==> config.mk <==
export PLATFORM = sky130hd
export DESIGN_NAME = subr_seq
export DESIGN_NICKNAME = d
export VERILOG_FILES = /design/src/rtl/seq_pkg.sv /design/src/rtl/seq_fsm.sv /design/src/rtl/seq_regs.sv /design/src/rtl/seq_bus.sv /design/src/rtl/subr_seq.sv
export SDC_FILE = /design/constraint.sdc
export NUM_CORES = 1
export LEC_CHECK = 0
export BUFFER_PORTS_ARGS = -buffer_cell sky130_fd_sc_hd__buf_2
export CORE_UTILIZATION = 54
export DETAILED_ROUTE_END_ITERATION = 6
export HOLD_SLACK_MARGIN = 0.05
export PLACE_DENSITY = 0.81
export SLEW_MARGIN = 20
export SYNTH_ARGS = -nofsm -noshare
export SYNTH_HDL_FRONTEND = slang
export SYNTH_SLANG_ARGS = --single-unit
==> constraint.sdc <==
create_clock -name clk -period 2.9 [get_ports clk]
set_input_delay 0.145 -clock clk [delete_from_list [all_inputs] [get_ports clk]]
set_output_delay 0.145 -clock clk [all_outputs]
set_load 0.005 [all_outputs]
==> src/rtl/seq_pkg.sv <==
package seq_pkg;
    localparam int AW = 16;
    localparam int DW = 8;

    localparam logic [DW-1:0] OPC_CALL   = 8'h20;
    localparam logic [DW-1:0] OPC_RET    = 8'h60;
    localparam logic [DW-1:0] STACK_PAGE = 8'h01;

    typedef enum logic [3:0] {
        ST_IDLE,
        ST_C_LO,
        ST_C_INT,
        ST_C_PUSHH,
        ST_C_PUSHL,
        ST_C_HI,
        ST_R_DUMMY,
        ST_R_SPK,
        ST_R_POPL,
        ST_R_POPH,
        ST_R_FIX
    } state_e;

    typedef enum logic [1:0] {PC_HOLD, PC_INC, PC_LOAD} pc_op_e;
    typedef enum logic [1:0] {SP_HOLD, SP_INC, SP_DEC} sp_op_e;

    typedef struct packed {
        logic   use_stack;
        logic   wr;
        logic   wr_hi;
        pc_op_e pc_op;
        sp_op_e sp_op;
        logic   lat_lo;
    } uop_t;

    function automatic logic [AW-1:0] stack_addr(input logic [DW-1:0] sp);
        return {STACK_PAGE, sp};
    endfunction
endpackage

==> src/rtl/seq_fsm.sv <==
module seq_fsm
    import seq_pkg::*;
(
    input  logic          clk,
    input  logic          rst,
    input  logic          start,
    input  logic [DW-1:0] opcode,
    output uop_t          uop,
    output logic          busy,
    output logic          done
);
    state_e state_q, state_d;
    logic   done_q;

    always_comb begin
        state_d = state_q;
        uop     = '{use_stack: 1'b0, wr: 1'b0, wr_hi: 1'b0,
                    pc_op: PC_HOLD, sp_op: SP_HOLD, lat_lo: 1'b0};
        unique case (state_q)
            ST_IDLE: if (start) begin
                uop.pc_op = PC_INC;
                if (opcode == OPC_CALL)     state_d = ST_C_LO;
                else if (opcode == OPC_RET) state_d = ST_R_DUMMY;
            end
            ST_C_LO: begin
                uop.pc_op  = PC_INC;
                uop.lat_lo = 1'b1;
                state_d    = ST_C_INT;
            end
            ST_C_INT: begin
                uop.use_stack = 1'b1;
                state_d       = ST_C_PUSHH;
            end
            ST_C_PUSHH: begin
                uop.use_stack = 1'b1;
                uop.wr        = 1'b1;
                uop.wr_hi     = 1'b1;
                uop.sp_op     = SP_DEC;
                state_d       = ST_C_PUSHL;
            end
            ST_C_PUSHL: begin
                uop.use_stack = 1'b1;
                uop.wr        = 1'b1;
                uop.sp_op     = SP_DEC;
                state_d       = ST_C_HI;
            end
            ST_C_HI: begin
                uop.pc_op = PC_LOAD;
                state_d   = ST_IDLE;
            end
            ST_R_DUMMY: state_d = ST_R_SPK;
            ST_R_SPK: begin
                uop.use_stack = 1'b1;
                uop.sp_op     = SP_INC;
                state_d       = ST_R_POPL;
            end
            ST_R_POPL: begin
                uop.use_stack = 1'b1;
                uop.lat_lo    = 1'b1;
                uop.sp_op     = SP_INC;
                state_d       = ST_R_POPH;
            end
            ST_R_POPH: begin
                uop.use_stack = 1'b1;
                uop.pc_op     = PC_LOAD;
                state_d       = ST_R_FIX;
            end
            ST_R_FIX: begin
                uop.pc_op = PC_INC;
                state_d   = ST_IDLE;
            end
            default: state_d = ST_IDLE;
        endcase
    end

    always_ff @(posedge clk) begin
        if (rst) begin
            state_q <= ST_IDLE;
            done_q  <= 1'b0;
        end else begin
            state_q <= state_d;
            done_q  <= (state_q == ST_C_HI) || (state_q == ST_R_FIX);
        end
    end

    assign busy = (state_q != ST_IDLE);
    assign done = done_q;

    AST_BUSY_FALL_DONE: assert property (@(posedge clk) disable iff (rst)
        $fell(busy) |-> done);
    AST_START_IGNORED: assert property (@(posedge clk) disable iff (rst)
        (busy && state_q != ST_C_HI && state_q != ST_R_FIX) |=> busy);
endmodule

==> src/rtl/seq_regs.sv <==
module seq_regs
    import seq_pkg::*;
#(
    parameter logic [AW-1:0] RESET_PC = '0,
    parameter logic [DW-1:0] RESET_SP = '1
) (
    input  logic          clk,
    input  logic          rst,
    input  pc_op_e        pc_op,
    input  sp_op_e        sp_op,
    input  logic          lat_lo,
    input  logic          wr_en,
    input  logic [DW-1:0] rdata,
    output logic [AW-1:0] pc,
    output logic [DW-1:0] sp
);
    logic [DW-1:0] lo_q;

    always_ff @(posedge clk) begin
        if (rst) begin
            pc   <= RESET_PC;
            sp   <= RESET_SP;
            lo_q <= '0;
        end else begin
            unique case (pc_op)
                PC_INC:  pc <= pc + 1'b1;
                PC_LOAD: pc <= {rdata, lo_q};
                default: pc <= pc;
            endcase
            unique case (sp_op)
                SP_INC:  sp <= sp + 1'b1;
                SP_DEC:  sp <= sp - 1'b1;
                default: sp <= sp;
            endcase
            if (lat_lo) lo_q <= rdata;
        end
    end

    AST_PC_STILL_ON_PUSH: assert property (@(posedge clk) disable iff (rst)
        wr_en |=> $stable(pc));
endmodule

==> src/rtl/seq_bus.sv <==
module seq_bus
    import seq_pkg::*;
(
    input  logic          use_stack,
    input  logic          wr,
    input  logic          wr_hi,
    input  logic [AW-1:0] pc,
    input  logic [DW-1:0] sp,
    output logic [AW-1:0] addr,
    output logic [DW-1:0] wdata,
    output logic          rnw
);
    always_comb begin
        addr  = use_stack ? stack_addr(sp) : pc;
        rnw   = !wr;
        wdata = '0;
        if (wr) wdata = wr_hi ? pc[AW-1:DW] : pc[DW-1:0];
    end
endmodule

==> src/rtl/subr_seq.sv <==
module subr_seq
    import seq_pkg::*;
#(
    parameter logic [AW-1:0] RESET_PC = 16'h0000,
    parameter logic [DW-1:0] RESET_SP = 8'hFF
) (
    input  logic          clk,
    input  logic          rst,
    input  logic          start,
    input  logic [DW-1:0] rdata,
    output logic [AW-1:0] addr,
    output logic [DW-1:0] wdata,
    output logic          rnw,
    output logic          busy,
    output logic          done,
    output logic [AW-1:0] pc_now,
    output logic [DW-1:0] sp_now
);
    uop_t uop;

    seq_fsm u_fsm (
        .clk(clk), .rst(rst), .start(start), .opcode(rdata),
        .uop(uop), .busy(busy), .done(done)
    );

    seq_regs #(.RESET_PC(RESET_PC), .RESET_SP(RESET_SP)) u_regs (
        .clk(clk), .rst(rst), .pc_op(uop.pc_op), .sp_op(uop.sp_op),
        .lat_lo(uop.lat_lo), .wr_en(uop.wr), .rdata(rdata),
        .pc(pc_now), .sp(sp_now)
    );

    seq_bus u_bus (
        .use_stack(uop.use_stack), .wr(uop.wr), .wr_hi(uop.wr_hi),
        .pc(pc_now), .sp(sp_now),
        .addr(addr), .wdata(wdata), .rnw(rnw)
    );

    AST_PUSH_IN_PAGE: assert property (@(posedge clk) disable iff (rst)
        !rnw |-> addr[AW-1:DW] == STACK_PAGE);
    AST_PUSH_STEPS_SP: assert property (@(posedge clk) disable iff (rst)
        !rnw |=> sp_now == DW'($past(sp_now) - 1'b1));
    AST_DONE_IDLE: assert property (@(posedge clk) disable iff (rst)
        done |-> !busy);
    AST_DONE_SINGLE: assert property (@(posedge clk) disable iff (rst)
        done |=> !done);
endmodule

=== Word level (Yosys, flattened, before mapping) ===
Index checks and enable logic that the tools add are counted.

* Output and inout port bits: 51
* Register bits after elaboration: 37

* Multiplexer cells: 16
* Equality and inequality tests: 18
* Reductions and logical operators: 13
* Add/subtract/negate cells: 3

{| class="wikitable"
|+ Operators with widths
! cell !! number
|-
| case mux 4 bit (9 select lines) || 1
|-
| case mux 16 bit (2 select lines) || 1
|-
| adder 16 x 1 -> 16 bit (second input constant) || 1
|-
| equality test 4 x 3 -> 1 bit (second input constant) || 4
|-
| two-way mux 16 bit || 1
|-
| two-way mux 8 bit || 2
|-
| case mux 8 bit (2 select lines) || 1
|-
| equality test 4 bit (second input constant) || 3
|-
| two-way mux 4 bit || 3
|-
| OR reduction 2 bit || 5
|-
| adder 8 x 1 -> 8 bit (second input constant) || 1
|-
| equality test 4 x 2 -> 1 bit (second input constant) || 2
|-
| equality test 8 x 6 -> 1 bit (second input constant) || 1
|-
| equality test 8 x 7 -> 1 bit (second input constant) || 1
|-
| subtractor 8 x 1 -> 8 bit (second input constant) || 1
|-
| case mux 2 bit (3 select lines) || 1
|-
| OR reduction 6 bit || 1
|-
| two-way mux 1 bit || 5
|-
| equality test 2 x 1 -> 1 bit (second input constant) || 2
|-
| equality test 2 bit (second input constant) || 2
|-
| equality test 4 x 1 -> 1 bit (second input constant) || 1
|-
| zero test 4 bit || 1
|-
| case mux 2 bit (2 select lines) || 1
|-
| nonzero test 2 bit || 2
|-
| 6 further kinds || 6
|}

=== Longest topological paths before layout ===
Gate-level depths: netlist of the first run.

* Word-level depth: 5
* Gate-level depth with buffers: 15
* Depth with buffers taken out: 13

=== Cells and area by module ===
A second synthesis of the first run with hierarchy kept.

* Cell total of the unflattened synthesis: 349
* Area total of the unflattened synthesis: 2,777.7 um^2

{| class="wikitable"
|+ Modules (own cells, without submodules)
! module !! times used !! cells an instance !! area an instance (um^2) !! seq. area each (um^2)
|-
| seq_regs || 1 || 259 || 2,020.7 || 640.6
|-
| seq_fsm || 1 || 54 || 444.2 || 100.1
|-
| seq_bus || 1 || 36 || 312.8 || 0.0
|}

=== Worst setup path before layout of the first run ===
Ideal clock, no wire load.

* Path kind: reg-to-reg
* Start point: register u_fsm.state_q[0]
* End point: register u_regs.sp[2]
* Library setup time: 132 ps
* Arrival: 2,456 ps
* Path slack: 312 ps
* Stages on the path, launching flop included: 13
* Buffers on the path: 3
* Cell sequence: dfxtp_1 buf_6 nor4b_2 or2_1 buf_6 ha_1 buf_2 xor2_1 ha_1 nor2_1 xnor2_1 o21ai_0 or3b_2

* Cells in the longest elaborated chain, start to end: 5
* Elaborated cells between the ends (all ways): 11
* Those cells by class: eq/ne: 6; mux: 2; reduce/logical: 3

{| class="wikitable"
|+ Ends and longest elaborated chain
! what !! RTL line !! text
|-
| start, declared || seq_fsm.sv:12 || <nowiki>state_e state_q, state_d;</nowiki>
|-
| start signal, assigned || seq_fsm.sv:81 || <nowiki>state_q <= state_d;</nowiki>
|-
| equality test 4 x 3 -> 1 bit, or another cell as far along || seq_fsm.sv:19 || <nowiki>unique case (state_q)</nowiki>
|-
| OR reduction 2 bit (no line) || -- ||
|-
| case mux 2 bit (2 select lines) (*) || seq_fsm.sv:19 ||
|-
| equality test 2 bit or equality test 2 x 1 -> 1 bit (tied branches) || seq_regs.sv:30 || <nowiki>unique case (sp_op)</nowiki>
|-
| case mux 8 bit (2 select lines) or nonzero test 2 bit (tied branches) || -- ||
|-
| end signal, assigned || seq_regs.sv:31 || <nowiki>SP_INC: sp <= sp + 1'b1;</nowiki>
|-
| end signal, assigned || seq_regs.sv:32 || <nowiki>SP_DEC: sp <= sp - 1'b1;</nowiki>
|-
| end signal, assigned || seq_regs.sv:33 || <nowiki>default: sp <= sp;</nowiki>
|-
| end, declared || seq_regs.sv:15 || <nowiki>output logic [DW-1:0] sp</nowiki>
|}

Every way passes the cells marked *; elsewhere a longest branch is shown, timed or not.
A chain may end at the register's enable or synchronous reset.

=== Worst setup path in the final report of the first run ===
* Start point: register u_fsm.state_q[0]
* End point: register u_regs.sp[6]

Same word-level chain as after synthesis.

==> results of run 1 <==
==> sequential cells by signal (all words and copies together) (netlist names) <==
register	cells
u_fsm.done	1
u_fsm.state_q	4
u_regs.lo_q	8
u_regs.pc	16
u_regs.sp	8
==> layer usage <==
metal,wire (um),up-vias,track usage,share of wire
met1,3230,1314,0.393,0.45
met2,3410,108,0.443,0.47
met4,131,0,0.102,0.018
met5,0,-,0,0
li1,-,1372,-,-
met3,465,12,0.0597,0.064
==> power by group <==
part / switching, W / internal, W
sequential: 0.000127 / 0.000565
combinational: 0.000568 / 0.000467
clock: 0.000185 / 0.000189
total: 0.000880 / 0.00122
==> metrics by stage <==
stage / hold WS (ns) / instance area (um^2) / power [W] / worst slack, ns / utilization
6_report: 0.132 / 3050 / 0.00210 / 0.232 / 0.645
5_1_grt: 0.130 / 3050 / 0.00227 / 0.0703 / 0.645
4_1_cts: 0.127 / 3040 / 0.00209 / 0.0341 / 0.644
2_1_floorplan: 0.289 / 2660 / 0.00143 / 0.312 / -
3_3_place_gp: 0.416 / 2960 / 0.00168 / 0.205 / 0.626
3_5_place_dp: 0.428 / 2960 / 0.00171 / 0.0599 / 0.626
==> final timing paths <==
check                         from        endpoint  slack [ns]  depth (start not counted)
hold / removal            rdata[2]  u_regs.lo_q[2]        0.13                          3
setup / recovery  u_fsm.state_q[0]    u_regs.sp[6]        0.23                         12
setup reg to reg  u_fsm.state_q[0]    u_regs.sp[6]        0.23                         12
hold reg to reg     u_regs.lo_q[5]  u_regs.lo_q[5]        0.50                          2
==> cells in the mapped netlist, drive strengths merged (6+ instances only) <==
cell,number,share of area
nor2,60,0.085
dfxtp,37,0.28
nand2,34,0.048
a21oi,26,0.050
o21ai,24,0.047
clkbuf,22,0.031
nor3,13,0.026
a22oi,11,0.031
buf,10,0.028
inv,10,0.014
mux2i,10,0.038
nand3,8,0.015
a31oi,7,0.016
o21a,7,0.020
and2,6,0.014
==> critical path: stages, from the launching register on <==
cell      delay [ns]
dfxtp_2         0.43
inv_1           0.12
nor2_1          0.18
nand3_1         0.12
a21boi_0        0.15
ha_2            0.27
buf_4           0.18
and3b_1         0.23
a32o_1          0.16
o21ai_0         0.10
and3_1          0.21
nor3_1          0.24
mux2i_1         0.21
==> layout make-up <==
class / instances / area, um^2
clock buffer: 7 / 86.3
fill: 428 / 1680
timing repair buffer: 70 / 373
sequential: 37 / 743
inverter: 10 / 37.5
tap: 67 / 83.8
multi-input combinational: 285 / 1720
==> logic make-up after synthesis <==
family          count (synthesis)
flops                          37
simple gates                  168
buf+inv                        42
xor+xnor                        7
fa+ha+maj                       4
compound gates                 95
mux                            11
==> impl_results.md, run 1 <==
* Die Wd at between 70 and 80 um
* Worst Tran Pin Value at 0.866 ns
* Syn_nets at roughly 380
* Pwr dens at between 600 and 700 nW/um^2
* # clock sinks at 37
* # Post-CTS Setup Buffers at 0
* Antenna Cells at 0
* Most frequent cells in the layout: buf_2 (61), nor2_1 (60), dfxtp_1 (35)
* ANT nets after route at 0
* IO Port Bufs at 61
* F_max at ~370 MHz
* Share of post-route cells with drive strength above 1 at 0.230
* Top_reg_cell synth: dfxtp_1
* 1st-iter DRT viols at 185
* Mean Syn Cell Area at roughly 7.3 um^2
* CTS tree: built
* Yosys warnings at 0
* Area of the core at between 4000 and 5000 um^2
* Critical Path End Type: register
* Total I/O pin count at just over 60
* Post-Syn Area at 2660 um^2
* Root Driver: clkbuf_8
* # hold bufs at CTS at 0
* Yosys cell types at slightly above 60
* DR vias/cell at approximately 5.9
* Non-Filler Instances at 476
* Post-Synth Adder-Cell Area at 0.0189
* Die Ht at 72.1 um
* Clock buffer depth at 2
* Synth Instances at roughly 360
* WL per Instance at 15.2 um
* Tot GR Track Use at 0.286
* Initial antenna violation count at 0
* Post-Place Cells at about 470
* Vias at between 2000 and 3000
* Die area at 5200 um^2
* Arrival @ worst endpoint at ~2.9 ns
* GP Congestion at between 0.8 and 0.9
* Status: finished clean
* Max Slew Vio Count at 0
* GRT overflow at 0
* Register area share after synthesis at 0.279
* P&R area growth vs syn at 14.8%
* CP Data Required Time at between 3 and 4 ns
* Largest family of logic cells by synthesized area: simple AND/OR/NAND/NOR gates
* TNS Setup at 0 ns
* Number of global-route vias before repair at ~2400
* Post-route DRC at 0
* Post-route minimum period at roughly 2.7 ns
* Final #Nets at ~420
* DR pass1 iterations at 4
* Crit Path Class: reg -> reg
* Number of max-cap violations at 0
* Most common cell after layout, fill and taps aside: buf_2
* First-pass GRT wire length at 11.7 mm
* Initial core utilization at 0.562
* DP HPWL at ~5 mm
* Worst IR drop on VDD at ~0.31 mV
* Final Hold Fails at 0
* Number of synthesized register bits at 37
* RSZ-0062 raised after global routing: false
* Post-Synth Simple-Gate Area at 0.336
* Fin crit share at 0.920
* Asr flop ratio synth at 0
* Htree depth at 2
* Number of synthesized flops with an enable pin at 0
* Setup Skew at between 0.009 and 0.01 ns
* Critical path launch point type: register
* Crit path max fanout at 10
* CTS clk-pin slew, worst paths at roughly 0.08 ns
* Multiplexer area fraction after synthesis at 0.0419
* Cell Rows at 25
* Largest net degree at the start of global routing at 44
* Hold Crit Class: in -> reg
* Post-Synth XOR/XNOR Area at 0.0231
* Area fraction in compound gates after synthesis at 0.228
* Worst-Skew Late Latency at just under 0.3 ns
* CTS Buf Count at 5
* CTS resizes at 0
* Leakage dissipation at 1.31 nW
* Final WL at roughly 7.2 mm
* Slew headroom at 0.423
* Setup violations, final at 0
No activity file was read; power rests on OpenSTA's default activity.
==> run 2: changes to the inputs <==
- ABC_AREA: default -> 1
- PLACE_DENSITY: 0.81 -> 0.82
==> run 2 against run 1 <==
Power rose by 25%. Clock skew is 0.0061 ns lower. Synthesized cell count increased by 9.6%. Sequential share of layout area up 0.61 points. Critical endpoint is now addr[15]. Largest cell class unchanged. Largest power group unchanged. Highest routed layer unchanged.
==> impl_results.md, run 2 <==
* Worst-Skew Late Latency at about 0.29 ns
* Power Total at around 0.0026 W
* Largest register FFs at 16
* Max incr delay on CP at between 0.7 and 0.8 ns
* Fin crit share at 0.936
* Post-route minimum period at 2.71 ns
* CTS clk-pin slew, worst paths at roughly 0.080 ns
* Yosys top cell by area: dfxtp_1
* Post-Synth Simple-Gate Area at 0.316
* # clock sinks at 37
* DP HPWL at about 5.3 mm
* Initial core utilization at 0.568
* TNS Setup at 0 ns
* Pwr dens at 885 nW/um^2
* F_max at around 370 MHz
* Die Ht at ~70 um
* Syn_nets at approximately 410
* DR vias/cell at between 5 and 6
* CP Data Required Time at 2.76 ns
* Most common cell in the netlist: nand2_1
* Yosys cell types at 35
* Synth Instances at around 400
* Area of the core at about 4400 um^2
* Antenna Cells at 0
* Number of synthesized flops with an enable pin at 0
* Crit-path slowest cell: or3_1
* Top_reg_cell synth: dfxtp_1
* Area fraction in compound gates after synthesis at 0.232
* Slew headroom at 0.357
* Final Util at 0.671
* Clock buffer depth at 2
* RSZ-0062 raised after global routing: false
* Final #Nets at 470
* Post-Synth Adder-Cell Area at 0.0200
* Initial antenna violation count at 0
* Yosys warnings at 0
* P&R area growth vs syn at 18.2%
* Hold Crit Class: in -> reg
* Multiplexer area fraction after synthesis at 0
* Max Slew Vio Count at 0
* Number of max-cap violations at 0
* Mean Syn Cell Area at ~6.3 um^2
* Status: finished clean
* Post-route DRC at 0
* Tot GR Track Use at 0.300
* Die Wd at 70.1 um
* Share of post-route cells with drive strength above 1 at 0.219
* Critical path cell sequence: nor2_1 -> nand2_1 -> inv_2 -> or3_1 -> buf_4 -> nor2_2 -> buf_2
* Critical path launch point type: register
* GRT overflow at 0
* Area contributors post-synth: dfxtp_1 (30%), nand2_1 (12%), a21oi_1 (9.4%)
* DR pass1 iterations at 5
* Root Driver: clkbuf_8
* Setup Skew at 0.00312 ns
* Asr flop ratio synth at 0
* Final Hold Fails at 0
* CTS Buf Count at 5
* Most frequent cells in the layout: nand2_1 (83), buf_2 (61), a21oi_1 (47)
* Total I/O pin count at 62
* Crit Path Class: reg -> out
* Setup violations, final at 0
* Number of synthesized register bits at 37
* Largest net degree at the start of global routing at 22
* Most common cell after layout, fill and taps aside: nand2_1
* Htree depth at 2
* WL per Instance at between 10 and 15 um
* Crit path max fanout at 21
* Worst IR drop on VDD at between 0.3 and 0.4 mV
* Die area at 4920 um^2
* Register area share after synthesis at 0.296
* GP Congestion at ~0.9
* Top cell type's share of synthesized area at 0.296
* CTS resizes at 0
* Arrival @ worst endpoint at 2.57 ns
* 1st-iter DRT viols at roughly 250
* ANT nets after route at 0
* Largest family of logic cells by synthesized area: simple AND/OR/NAND/NOR gates
* Final WL at 7.15 mm
* Post-Synth XOR/XNOR Area at 0.0315
* Number of global-route vias before repair at 2595
* # hold bufs at CTS at 0
* Cell Rows at 24
* First-pass GRT wire length at approximately 12 mm
* CTS tree: built
* Worst Tran Pin Value at 0.965 ns
* Post-Syn Area at 2510 um^2
* Leakage dissipation at between 1 and 1.5 nW
* # Post-CTS Setup Buffers at 0
* Vias at just under 3000
* Largest register by flop count: u_regs.pc
* Top post-synthesis cells by count: nand2_1 (83), a21oi_1 (47), inv_1 (46), nor2_1 (39), dfxtp_1 (37)
* Largest regs: u_regs.pc x16, u_regs.lo_q x8, u_regs.sp x8
* Critical Path End Type: output port
* IO Port Bufs at between 60 and 70
[run 2: cell count changes after synthesis, moves of 10 or more]
| cell | previous run | this run |
|---|---|---|
| mux2i_1 | 10 | 0 |
| nand3_1 | 8 | 25 |
| a22oi_1 | 11 | 0 |
| o21ai_0 | 22 | 35 |
| nor2_1 | 60 | 39 |
| inv_1 | 9 | 46 |
| clkbuf_1 | 22 | 9 |
| a21oi_1 | 25 | 47 |
| nand2_1 | 34 | 83 |
[run 2: path summary, 6_finish.rpt]
path	from	to	slack [ns]	depth (start not counted)
worst max-delay path	u_fsm.state_q[3]	addr[15]	0.19	7
worst min-delay path	rdata[5]	u_regs.lo_q[5]	0.13	3
worst max register to register	u_fsm.state_q[3]	u_regs.sp[6]	0.47	14
worst min register to register	u_regs.lo_q[4]	u_regs.lo_q[4]	0.49	2
[run 2: power breakdown]
group | total (W) | switching (W) | internal, W
clock | 0.000538 | 0.000196 | 0.000342
sequential | 0.000697 | 0.000115 | 0.000582
combinational | 0.00139 | 0.000853 | 0.000533
total | 0.00262 | 0.00116 | 0.00146
[run 2: cell families after synthesis]
group | count (synthesis)
buffers and inverters | 65
and+or+nand+nor | 180
DFF | 37
adders and majority gates | 4
AOI/OAI and AO/OA | 104
xor gates and xnor gates | 9
[run 2: metrics by stage]
step                      hold WS (ns)  cells  worst slack [ns]  area, um^2
final                            0.134    508             0.186        2960
after global routing             0.153    508            0.0602        2960
after CTS                        0.130    508             0.238        2960
after detailed placement         0.431    500             0.498        2830
after global placement           0.417    500             0.647        2830
after floorplan                  0.294    399             0.764        2510
[run 2: critical path: cells and delay by family, from the launching register on]
kind / cells / cell delay (ns)
buffers and inverters: 3 / 0.61
AND/OR/NAND/NOR: 4 / 1.26
flip-flops: 1 / 0.40
[run 2: area by class of cell]
type / count / area [um^2]
Fill cell: 386 / 1450
Timing Repair Buffer: 66 / 343
Inverter: 48 / 180
Multi-Input combinational cell: 297 / 1500
Sequential cell: 37 / 741
Tap cell: 52 / 65.1
Clock inverter: 3 / 65.1
Clock buffer: 5 / 68.8
[run 2: layer usage]
layer | wire [um] | track usage | vias to the layer above | part of all wire
met2 | 3410 | 0.490 | 133 | 0.48
met4 | 163 | 0.0956 | 0 | 0.023
met3 | 495 | 0.0491 | 28 | 0.069
met1 | 3080 | 0.403 | 1297 | 0.43
li1 | - | - | 1428 | -
met5 | 0 | 0 | - | 0
==> run 3: changes to the inputs <==
- BUFFER_PORTS_ARGS: -buffer_cell sky130_fd_sc_hd__buf_2 -> -buffer_cell sky130_fd_sc_hd__buf_4
- CELL_PAD_IN_SITES_DETAIL_PLACEMENT: default -> 1
- CELL_PAD_IN_SITES_GLOBAL_PLACEMENT: default -> 1
- CORE_UTILIZATION: 54 -> 37
==> run 3 against run 2 <==
The run now ends with DRC left. Clock skew grew 0.0065 ns. Fmax rose by 1.9%. Die area increased by 45%. First-iteration DRC count is 36% lower. Critical path type unchanged. Setup slack gained 0.049 ns. Routed wire length rose by 21%. Hold slack worse by 0.0070 ns. Global-route usage shrank 5.3 points. Power increased by 3.2%.
==> impl_results.md, run 3 (synthesis gave the netlist of run 2 again) <==
* Status: finished, violations left
* Failing checks: DRC
* CP Data Required Time at 2.76 ns
* Worst-Skew Late Latency at ~0.29 ns
* Largest register FFs at 16
* Leakage dissipation at 1.44 nW
* Fill cells at approximately 900
* RSZ-0062 raised after global routing: false
* Largest net degree at the start of global routing at 23
* Tot GR Track Use at 0.246
* Area of the core at roughly 6500 um^2
* Most common cell after layout, fill and taps aside: nand2_1
* Critical Path End Type: output port
* Number of global-route vias before repair at between 2000 and 3000
* ANT nets after route at 0
* Final WL at roughly 8.7 mm
* Post-route design area at between 3000 and 4000 um^2
* DR pass1 iterations at 7
* Worst IR drop on VDD at between 0.3 and 0.4 mV
* GP Congestion at approximately 0.87
* # Post-CTS Setup Buffers at 0
* Hold Crit Class: in -> reg
* Largest regs: u_regs.pc x16, u_regs.lo_q x8, u_regs.sp x8
* Pint at between 0.001 and 0.0015 W
* Power Total at about 0.0027 W
* Clock Power Share at 0.177
* CTS Buf Count at 5
* Final #Nets at 468
* Worst hold stages at 3
* Net Sw Frac at 0.451
* TNS Setup at 0 ns
* Initial antenna violation count at 0
* DR vias/cell at approximately 5.3
* GRT overflow at 0
* Setup Skew at 0.00960 ns
* 1st-iter DRT viols at around 160
* Non-Filler Instances at 531
* Htree depth at 2
* Slew headroom at 0.441
* Clock buffer depth at 2
* CTS clk-pin slew, worst paths at roughly 0.080 ns
* Die Wd at about 84 um
* Antenna Cells at 0
* Critical path launch point type: register
* IO Port Bufs at just over 60
* Worst reg-to-reg path cell count at 15
* Post-Place Cells at approximately 520
* # clock sinks at 37
* Largest register by flop count: u_regs.pc
* Sequential fraction of design power at 0.259
* Fin crit share at 0.919
* Die area at 7110 um^2
* Most frequent cells in the layout: nand2_1 (83), buf_4 (64), a21oi_1 (47)
* Post-route DRC at 8
* Vias at around 2800
* P&R area growth vs syn at 24.5%
* WL per Instance at approximately 16 um
* First-pass GRT wire length at 13.9 mm
* Crit path max fanout at 17
* Max Slew Vio Count at 0
* F_max at around 380 MHz
* Pwr dens at about 870 nW/um^2
* Number of max-cap violations at 0
* Worst Tran Pin Value at roughly 0.84 ns
* Die Ht at about 84 um
* Post-route minimum period at approximately 2.7 ns
* CTS tree: built
* Final Hold Fails at 0
* Sw power at 0.00122 W
* Initial core utilization at 0.388
* Root Driver: clkbuf_8
* Arrival @ worst endpoint at between 2 and 3 ns
* Part of the power in combinational logic at 0.564
* Total I/O pin count at slightly above 60
* Setup violations, final at 0
* DP HPWL at between 6 and 7 mm
* Share of post-route cells with drive strength above 1 at 0.218
* DP Area at between 2000 and 3000 um^2
* Crit Path Class: reg -> out
* Cell Rows at 29
## run 3: changes by cell type in the layout (fill, tap and decap cells not counted)
cell | before | now
buf_2 | 61 | 0
buf_4 | 5 | 64
bufinv_16 | 2 | 1
clkbuf_8 | 5 | 6
clkinv_2 | 1 | 0
clkinvlp_4 | 0 | 1
ha_1 | 4 | 3
ha_2 | 0 | 1
## run 3: per-stage QoR
| step | worst slack [ns] | utilization | hold slack [ns] |
|---|---|---|---|
| after floorplan | 0.764 | - | 0.294 |
| after global placement | 0.404 | 0.464 | 0.420 |
| after detailed placement | 0.218 | 0.464 | 0.429 |
| after CTS | 0.191 | 0.483 | 0.121 |
| after global routing | 0.0766 | 0.483 | 0.139 |
| final | 0.235 | 0.483 | 0.127 |
## run 3: worst paths after layout
kind,end,slack [ns],startpoint
worst min register to register,u_regs.lo_q[0],0.50,u_regs.lo_q[0]
worst max-delay path,addr[6],0.24,u_fsm.state_q[3]
worst min-delay path,u_regs.lo_q[5],0.13,rdata[5]
worst max register to register,u_regs.sp[6],0.43,u_fsm.state_q[2]
## run 3: worst max-delay path, cell delays in order (launching register included)
cell	delay, ns
dfxtp_1	0.42
nor2_1	0.09
nand2_1	0.12
buf_4	0.18
inv_2	0.10
or3_1	0.73
buf_4	0.33
o21ai_2	0.12
buf_4	0.12
## run 3: what timing repair did
item | in CTS | in global routing
resized for setup | 0 | 1
setup endpoints to repair | 0 | 1
endpoints found under the hold margin | 0 | 0
hold buffers | 0 | 0
## run 3: layout make-up
type                            instances  area, um^2  area share
Clock buffer                            6        82.6      0.0265
Clock inverter                          2        37.5      0.0120
Inverter                               48         180      0.0577
Multi-Input combinational cell        297        1500       0.482
Sequential cell                        37         741       0.237
Tap cell                               77        96.3      0.0309
Timing Repair Buffer                   64         480       0.154
## run 3: power groups by stage
stage               registers [W]  clock network (W)  logic, W
CTS                      0.000699           0.000492   0.00153
finish                   0.000701           0.000480   0.00153
global route             0.000714           0.000503   0.00170
floorplan                0.000678                  0   0.00101
detailed placement       0.000710                  0   0.00152
global placement         0.000708                  0   0.00145
## run 3: metal layers
metal  vias to the layer above  share of wire  GRT usage  wire length [um]
met5                         -              0          0                 0
met4                         0         0.0062     0.0423                54
met3                         5          0.040     0.0295               344
met2                        69           0.46      0.416              4000
met1                      1348           0.49      0.341              4260
li1                       1412              -          -                 -
